`src/rtl/rampStimPkg.sv`:
```
package rampStimPkg;

  typedef enum logic [1:0] {
    MODE_QUASI   = 2'd0,
    MODE_PERTURB = 2'd1,
    MODE_ALTERN  = 2'd2,
    MODE_SPARE   = 2'd3
  } testMode_t;

  typedef enum logic [1:0] {
    SEL_ZERO = 2'd0,
    SEL_RAMP = 2'd1,
    SEL_PERT = 2'd2
  } codeSel_t;

  // strobes from the sequencing control to the code datapath
  typedef struct packed {
    logic     rampClear;
    logic     rampStep;
    logic     latchCfg;
    codeSel_t codeSel;
    logic     strobe;
    logic     pertFlag;
  } ctrlStrobes_t;

endpackage

```
`src/rtl/rampStimCtrl.sv`:
```
module rampStimCtrl
  import rampStimPkg::*;
#(
  parameter int CNT_W = 8,
  parameter int PER_W = 8
) (
  input  logic               clk,
  input  logic               rstN,
  input  logic               start,
  input  logic [1:0]         modeIn,
  input  logic [CNT_W-1:0]   countIn,
  input  logic [PER_W-1:0]   perIn,
  input  logic               rampLast,
  output ctrlStrobes_t       ctrl,
  output logic               seqDone
);

  localparam logic [CNT_W-1:0] CNT_ONE = CNT_W'(1);
  localparam logic [PER_W-1:0] PER_ONE = PER_W'(1);

  logic             running;
  logic             phaseB;
  logic             pertSlot;
  logic             pendPert;
  logic [PER_W-1:0] stepCnt;
  logic [CNT_W-1:0] sweepsLeft;
  testMode_t        cfgMode;
  logic [PER_W-1:0] cfgPer;

  logic launch;
  logic rampEnd;
  logic lastStep;
  logic hitPeriod;

  assign launch    = start && !running;
  assign rampEnd   = running && phaseB && !pertSlot;
  assign lastStep  = rampEnd && rampLast && (sweepsLeft == CNT_ONE);
  assign hitPeriod = (cfgPer != '0) && ((stepCnt + PER_ONE) == cfgPer);

  always_ff @(posedge clk or negedge rstN) begin
    if (!rstN) begin
      running    <= 1'b0;
      phaseB     <= 1'b0;
      pertSlot   <= 1'b0;
      pendPert   <= 1'b0;
      stepCnt    <= '0;
      sweepsLeft <= '0;
      cfgMode    <= MODE_QUASI;
      cfgPer     <= '0;
      seqDone    <= 1'b0;
    end else begin
      seqDone <= 1'b0;
      if (launch) begin
        running    <= 1'b1;
        phaseB     <= 1'b0;
        pertSlot   <= 1'b0;
        pendPert   <= 1'b0;
        stepCnt    <= '0;
        sweepsLeft <= (countIn == '0) ? CNT_ONE : countIn;
        cfgMode    <= testMode_t'(modeIn);
        cfgPer     <= perIn;
      end else if (running) begin
        if (!phaseB) begin
          phaseB <= 1'b1;
        end else if (pertSlot) begin
          pertSlot <= 1'b0;
          phaseB   <= 1'b0;
        end else begin
          if (cfgPer != '0) begin
            stepCnt <= hitPeriod ? '0 : stepCnt + PER_ONE;
          end
          phaseB <= 1'b0;
          if (lastStep) begin
            running  <= 1'b0;
            pendPert <= 1'b0;
            seqDone  <= 1'b1;
          end else begin
            if (rampLast) begin
              sweepsLeft <= sweepsLeft - CNT_ONE;
            end
            if (hitPeriod && cfgMode == MODE_ALTERN) begin
              pertSlot <= 1'b1;
              pendPert <= 1'b0;
            end else begin
              pendPert <= hitPeriod;
            end
          end
        end
      end
    end
  end

  always_comb begin
    ctrl.rampClear = launch;
    ctrl.latchCfg  = launch;
    ctrl.rampStep  = rampEnd && !lastStep;
    ctrl.strobe    = running && phaseB;
    ctrl.pertFlag  = running && phaseB && pertSlot;
    if (!running) begin
      ctrl.codeSel = SEL_ZERO;
    end else if (pertSlot) begin
      ctrl.codeSel = SEL_PERT;
    end else if (!phaseB && pendPert && cfgMode == MODE_PERTURB) begin
      ctrl.codeSel = SEL_PERT;
    end else begin
      ctrl.codeSel = SEL_RAMP;
    end
  end

  // at most one strobe per two-cycle period
  assert_one_strobe_per_period_R2 : assert property (@(posedge clk) disable iff (!rstN)
    ctrl.strobe |=> !ctrl.strobe);

  // done lasts exactly one cycle
  assert_done_single_R8 : assert property (@(posedge clk) disable iff (!rstN)
    seqDone |=> !seqDone);

  // only alternated mode may flag a perturbation sample
  assert_no_pert_sample_R4 : assert property (@(posedge clk) disable iff (!rstN)
    (running && cfgMode != MODE_ALTERN) |-> !ctrl.pertFlag);

  // a running sequence always has a sweep left
  assert_sweeps_nonzero_R3 : assert property (@(posedge clk) disable iff (!rstN)
    running |-> (sweepsLeft != '0));

  // a launch is followed by a settle phase, never a strobe
  assert_launch_settles_R1 : assert property (@(posedge clk) disable iff (!rstN)
    launch |=> (running && !ctrl.strobe));

endmodule

```
`src/rtl/rampStimData.sv`:
```
module rampStimData
  import rampStimPkg::*;
#(
  parameter int DAC_W = 16
) (
  input  logic               clk,
  input  logic               rstN,
  input  ctrlStrobes_t       ctrl,
  input  logic [DAC_W-1:0]   levelIn,
  output logic [DAC_W-1:0]   dacCode,
  output logic               rampLast,
  output logic               sampleStrobe,
  output logic               pertSample
);

  localparam logic [DAC_W-1:0] CODE_ONE = DAC_W'(1);

  logic [DAC_W-1:0] rampCode;
  logic [DAC_W-1:0] cfgLevel;

  always_ff @(posedge clk or negedge rstN) begin
    if (!rstN) begin
      rampCode <= '0;
      cfgLevel <= '0;
    end else begin
      if (ctrl.latchCfg) begin
        cfgLevel <= levelIn;
      end
      if (ctrl.rampClear) begin
        rampCode <= '0;
      end else if (ctrl.rampStep) begin
        rampCode <= rampCode + CODE_ONE;
      end
    end
  end

  assign rampLast = &rampCode;

  always_comb begin
    unique case (ctrl.codeSel)
      SEL_RAMP: dacCode = rampCode;
      SEL_PERT: dacCode = cfgLevel;
      default:  dacCode = '0;
    endcase
  end

  assign sampleStrobe = ctrl.strobe;
  assign pertSample   = ctrl.pertFlag;

  // stepping off the top code wraps to zero
  assert_ramp_wrap_R3 : assert property (@(posedge clk) disable iff (!rstN)
    (ctrl.rampStep && rampLast) |=> (rampCode == '0));

endmodule

```
`src/rtl/rampStimSeq.sv`:
```
module rampStimSeq
  import rampStimPkg::*;
#(
  parameter int DAC_W = 16,
  parameter int CNT_W = 8,
  parameter int PER_W = 8
) (
  input  logic               clk,
  input  logic               rstN,
  input  logic               start,
  input  logic [1:0]         testMode,
  input  logic [CNT_W-1:0]   repeatCount,
  input  logic [PER_W-1:0]   pertPeriod,
  input  logic [DAC_W-1:0]   pertLevel,
  output logic [DAC_W-1:0]   dacCode,
  output logic               sampleStrobe,
  output logic               pertSample,
  output logic               seqDone
);

  ctrlStrobes_t ctrl;
  logic         rampLast;

  rampStimCtrl #(
    .CNT_W(CNT_W),
    .PER_W(PER_W)
  ) ctrl_i (
    .clk      (clk),
    .rstN     (rstN),
    .start    (start),
    .modeIn   (testMode),
    .countIn  (repeatCount),
    .perIn    (pertPeriod),
    .rampLast (rampLast),
    .ctrl     (ctrl),
    .seqDone  (seqDone)
  );

  rampStimData #(
    .DAC_W(DAC_W)
  ) data_i (
    .clk          (clk),
    .rstN         (rstN),
    .ctrl         (ctrl),
    .levelIn      (pertLevel),
    .dacCode      (dacCode),
    .rampLast     (rampLast),
    .sampleStrobe (sampleStrobe),
    .pertSample   (pertSample)
  );

endmodule

```
`config.mk`:
```
export PLATFORM = sky130hd
export DESIGN_NAME = rampStimSeq
export DESIGN_NICKNAME = d
export VERILOG_FILES = /design/src/rtl/rampStimPkg.sv /design/src/rtl/rampStimCtrl.sv /design/src/rtl/rampStimData.sv /design/src/rtl/rampStimSeq.sv
export SDC_FILE = /design/constraint.sdc
export NUM_CORES = 1
export LEC_CHECK = 0
export ABC_CLOCK_PERIOD_IN_PS = 7500
export BUFFER_PORTS_ARGS = -buffer_cell sky130_fd_sc_hd__buf_4
export CAP_MARGIN = 20
export CORE_MARGIN = 1
export CORE_UTILIZATION = 61
export DETAILED_ROUTE_END_ITERATION = 7
export PLACE_DENSITY = 0.86
export SLEW_MARGIN = 30
export SYNTH_ARGS = -nofsm -noshare
export SYNTH_HDL_FRONTEND = slang
export SYNTH_SLANG_ARGS = --single-unit
```
`constraint.sdc`:
```
create_clock -name clk -period 7.5 [get_ports clk]
set_clock_uncertainty 0.2 [all_clocks]
set_input_delay 1.5 -clock clk [delete_from_list [all_inputs] [get_ports clk]]
set_output_delay 1.5 -clock clk [all_outputs]
set_load 0.05 [all_outputs]
```
## After elaboration in Yosys (flattened, before gate mapping)

Cells that the tools add are included.

- Bits in registers: 63
- Input bits: 37
- Output and inout port bits: 19

- Add/subtract/negate cells: 3
- Equality and inequality tests: 8
- Muxes and demuxes: 44
- Reductions and logical operators: 27

Operators with widths:

| operator | count |
|---|---|
| 8-bit 2-to-1 mux | 13 |
| 16-bit 2-to-1 mux | 2 |
| 16-bit case mux with 2 select lines | 1 |
| 1-bit 2-to-1 mux | 25 |
| 16-bit by 1-bit adder with 16-bit output (second input constant) | 1 |
| 16-bit AND reduction | 1 |
| 1-bit logical AND | 11 |
| 2-bit nonzero test | 5 |
| 8-bit by 1-bit adder with 8-bit output (second input constant) | 1 |
| 8-bit by 1-bit == test with 1-bit output (second input constant) | 1 |
| 8-bit == test | 1 |
| 8-bit logical NOT | 1 |
| 8-bit nonzero test | 1 |
| 8-bit by 1-bit subtractor with 8-bit output (second input constant) | 1 |
| 2-bit 2-to-1 mux | 3 |
| 5-bit AND reduction | 1 |
| 2-bit by 1-bit == test with 1-bit output (second input constant) | 2 |
| 2-bit == test (second input constant) | 2 |
| 1-bit logical NOT | 4 |
| 4-bit AND reduction | 1 |
| 3-bit AND reduction | 1 |
| 2-bit by 1-bit != test with 1-bit output (second input constant) | 1 |
| 2-bit != test (second input constant) | 1 |
| 2-bit AND reduction | 1 |

## Longest topological paths before layout

- Depth after elaboration: 10
- Depth in mapped cells: 9
- Mapped depth without buffers: 7

## Modules after synthesis

A second synthesis with hierarchy kept.

- Cells, all modules: 356
- Area, all modules: 3533.4 µm²

By module, submodules not included:

| module | instances | cells an instance | area each (µm²) |
|---|---|---|---|
| rampStimCtrl | 1 | 192 | 1858.0 |
| rampStimData | 1 | 164 | 1675.4 |

## Worst setup path before layout

No wires, ideal clock.

- Kind: reg2out
- From: register ctrl_i.phaseB
- To: output dacCode[10]
- Data arrival time: 2.360 ns
- Data required time: 5.800 ns
- Setup slack: 3.440 ns
- Stages on the path, launching flop included: 10
- Path through: dfrtp_1 > nor4bb_1 > nor2_1 > and2_1 > inv_1 > ha_1 > clkbuf_1 > clkbuf_1 > a22oi_1 > nor2_1

- Longest elaborated chain between the ends: 8
- Elaborated cells between the ends (all ways): 9
- Those cells by class: 2 x eq/ne; 4 x mux; 3 x reduce/logical

RTL lines:

| what | line | text |
|---|---|---|
| start: declaration | rampStimCtrl.sv:22 | `logic phaseB;` |
| start signal: assignment | rampStimCtrl.sv:43 | `phaseB <= 1'b0;` |
| start signal: assignment | rampStimCtrl.sv:55 | `phaseB <= 1'b0;` |
| start signal: assignment | rampStimCtrl.sv:64 | `phaseB <= 1'b1;` |
| 1-bit logical NOT * | - |  |
| 1-bit logical AND * (2 in series) | rampStimCtrl.sv:103 | `end else if (!phaseB && pendPert && cfgMode == MODE_PERTURB) begin` |
| 2-bit 2-to-1 mux * | rampStimCtrl.sv:103 |  |
| 2-bit 2-to-1 mux * | rampStimCtrl.sv:101 | `end else if (pertSlot) begin` |
| 2-bit 2-to-1 mux * | rampStimCtrl.sv:99 | `if (!running) begin` |
| 2-bit == test or 2-bit by 1-bit == test with 1-bit output (tied branches) | rampStimData.sv:40 | `unique case (ctrl.codeSel)` |
| 16-bit case mux with 2 select lines * | rampStimData.sv:40 |  |
| end: declaration | rampStimSeq.sv:15 | `output logic [DAC_W-1:0] dacCode,` |

Mark *: on every way between the ends. The rest lies on a longest branch, timed or not.

## Worst setup path in the final report

- From: register ctrl_i.phaseB
- To: output dacCode[8]

Same word-level chain as after synthesis.

==> flow_summary.yaml <==
detailed_routing:
  drt-initial-drc-count: 286
  routed_wl_um: 7780
  drc: 0
  wl_per_cell_um: 14.7
  antenna_left: 0
  vias_per_cell: 5.79
  dr.pass1.iters: 4
  vias: 3074
synthesis:
  synth-seq-cells: 63
  avgSynthCellArea_um2: 8.53
  ys_top_cells_by_area: "dfrtp_1, nand2_1, nor2_1"
  yosysMostFrequentCell: "nand2_1"
  synth_nets: 448
  ys_async_sr_fraction_pct: 100
  synth_edf_count: 0
  ys_types: 50
  synth_cells: 405
  syn_area_um2: 3450
  synth_ff_type: "dfrtp_1"
  yosysWarnings: 0
  synth_top_area_share_pct: 45.6
  yosys.area.top_type: "dfrtp_1"
  synthTopCellsByCount: "nand2_1, dfrtp_1, nor2_1"
  ys_seq_area_share_pct: 45.6
critical_path:
  crit_type: "register to output port"
  path_cells: "nor4bb_1 -> nor2_1 -> and2_1 -> inv_1 -> ha_1 -> a22oi_1 -> nor2_1 -> buf_4"
  crit_path_max_incr_delay_ns: 0.49
  crit_path_max_fanout: 16
  critPathSlowestCell: "ha_1"
  cpMostUsedCell: "nor2_1"
  cp.arrival_ns: 2.44
  startpoint_type: "register"
  critPathTopFamily: "simple AND/OR/NAND/NOR gates"
  crit_buf_inv: 2
  critPathRequiredTime_ns: 5.80
  cp-end-kind: "output port"
sta:
  clock.fmax_mhz: 242
  hold_viol: 0
  worstMarginPinSlew_ns: 0.808
  final-max-slew-violation-count: 0
  timing.slew.headroom_pct: 46.0
  fin_crit_ns: 4.14
  fin_setup_tns_ns: 0
  rsz0062_at_grt: "no"
  finalCritPeriodShare_pct: 55.2
  setup_viol: 0
global_route:
  grt_use_total_pct: 28.4
  grt_pass1_wl_um: 13300
  overflow: 0
  antenna_found_initial: 0
  grt_max_degree: 64
  grt_pass1_vias: 2937
hold_path:
  hold_class: "register to register"
final_layout:
  postLayoutCoreUtil_pct: 74.9
  nets: 497
  design_area_um2: 4100
  drive_gt1_share_pct: 17.6
  antennaDiodeCount: 0
  fin_cells: 531
  area_delta_synth_final_pct: 18.7
clocking:
  cts_hold_buffers: 0
  clkLatencyLatePin_ns: 0.34
  root_buffer: "clkbuf_8"
  cts_setup_buffers: 0
  cts_tree: "built"
  clk_pin_slew_ns: 0.07
  cts_max_path_buffers: 2
  clock_sinks: 63
  cts_resized: 0
  numCtsBuffers: 9
  h-tree-depth: 3
floorplanning:
  die_w_um: 77.3
  coreArea_um2: 5470
  ioPinCount: 56
  dieHeight_um: 77.3
  dieArea_um2: 5970
  fp-row-count: 27
  start_util_pct: 63.1
place:
  dp_cells: 515
  place.gp.congestion: 0.815
  place_hpwl_um: 5240
  portBuffers: 55
  placed_cell_area_um2: 3890
power:
  finalPower_mw: 1.22
  vdd_ir_drop_max_uv: 195
  leakage_nw: 1.97
  cellPowerDensity_nw_per_um2: 298
status:
  outcome: "complete, no violations"
run:
  maxCapViolations: 0
-- layout make-up --
| class | instances | area (um^2) |
|---|---|---|
| Clock inverter | 3 | 40.0 |
| Timing Repair Buffer | 57 | 428 |
| Tap cell | 72 | 90.1 |
| Clock buffer | 13 | 169 |
| Inverter | 13 | 48.8 |
| Fill cell | 433 | 1370 |
| Multi-Input combinational cell | 310 | 1750 |
| Sequential cell | 63 | 1580 |
-- logic make-up after synthesis --
family / count (synthesis) / share of synthesized area, %
AO/OA/AOI/OAI: 64 / 13.4
XOR/XNOR: 20 / 5.07
adder cells (fa/ha/maj): 6 / 2.17
buffers and inverters: 32 / 4.02
flip-flops: 63 / 45.6
multiplexers: 1 / 0.326
AND/OR/NAND/NOR: 219 / 29.4
-- worst paths after layout --
check | start | to | slack (ns) | cells after the start
hold reg to reg | data_i.cfgLevel[7]$_DFFE_PN0P_ | data_i.cfgLevel[7]$_DFFE_PN0P_ | 0.28 | 2
setup reg to reg | ctrl_i.sweepsLeft[4]$_DFFE_PN0P_ | data_i.rampCode[6]$_DFFE_PN0P_ | 4.75 | 6
hold / removal | data_i.cfgLevel[7]$_DFFE_PN0P_ | data_i.cfgLevel[7]$_DFFE_PN0P_ | 0.28 | 2
setup / recovery | ctrl_i.phaseB$_DFFE_PN0P_ | dacCode[8] | 3.36 | 8
max in group asynchronous | rstN | ctrl_i.cfgMode[0]$_DFFE_PN0P_ | 5.54 | 1
min in group asynchronous | rstN | ctrl_i.cfgPer[4]$_DFFE_PN0P_ | 1.03 | 1
-- placed cells by master, fill, tap and decap left out, types with 3 or more instances in the layout --
cell,n
nor2_1,46
o211ai_1,6
xor2_1,5
nor3_1,11
nand2_1,103
clkbuf_8,12
ha_1,6
dfrtp_1,63
or4_1,5
nand4_1,5
nand2b_1,3
and2_1,4
o221ai_1,5
o31ai_1,4
buf_4,57
a22oi_1,16
nor2b_1,8
a21o_1,3
inv_1,13
nor4_1,5
xnor2_1,15
o21ai_0,16
nand3_1,14
-- layer usage --
metal	vias up	part of all wire (%)	global-route usage (%)	wire, um
met1	1462	44	36.3	3460
met2	105	49	46.4	3840
li1	1493	-	-	-
met3	14	4.7	4.40	366
met4	0	1.5	15.1	116
met5	-	0	0	0
-- registers in the layout (all words and copies together) (netlist names) --
| register | cells |
|---|---|
| ctrl_i.sweepsLeft | 8 |
| ctrl_i.seqDone | 1 |
| ctrl_i.cfgMode | 2 |
| ctrl_i.cfgPer | 8 |
| ctrl_i.stepCnt | 8 |
| ctrl_i.pertSlot | 1 |
| ctrl_i.pendPert | 1 |
| data_i.rampCode | 16 |
| ctrl_i.running | 1 |
| ctrl_i.phaseB | 1 |
| data_i.cfgLevel | 16 |
-- worst register-to-register path, cell delays in order (launching register included) --
cell and delay (ns):
dfrtp_1 0.42, or4_1 0.59, nor4b_1 0.40, a21o_1 0.62
or3_1 0.21, xor2_1 0.15, nor2_1 0.05
-- per-stage QoR --
stage | worst slack (ns) | hold slack [ns]
after detailed placement | 3.73 | 0.268
after floorplan | 3.44 | 0.247
after CTS | 3.35 | 0.285
final | 3.36 | 0.282
after global placement | 3.80 | 0.258
after global routing | 3.17 | 0.319
-- power breakdown --
| part | total, mW | switching (mW) | internal [mW] |
|---|---|---|---|
| Sequential | 0.496 | 0.0897 | 0.406 |
| Clock | 0.309 | 0.130 | 0.180 |
| Combinational | 0.416 | 0.255 | 0.162 |
Note: power is estimated with default switching activity, not from simulation.
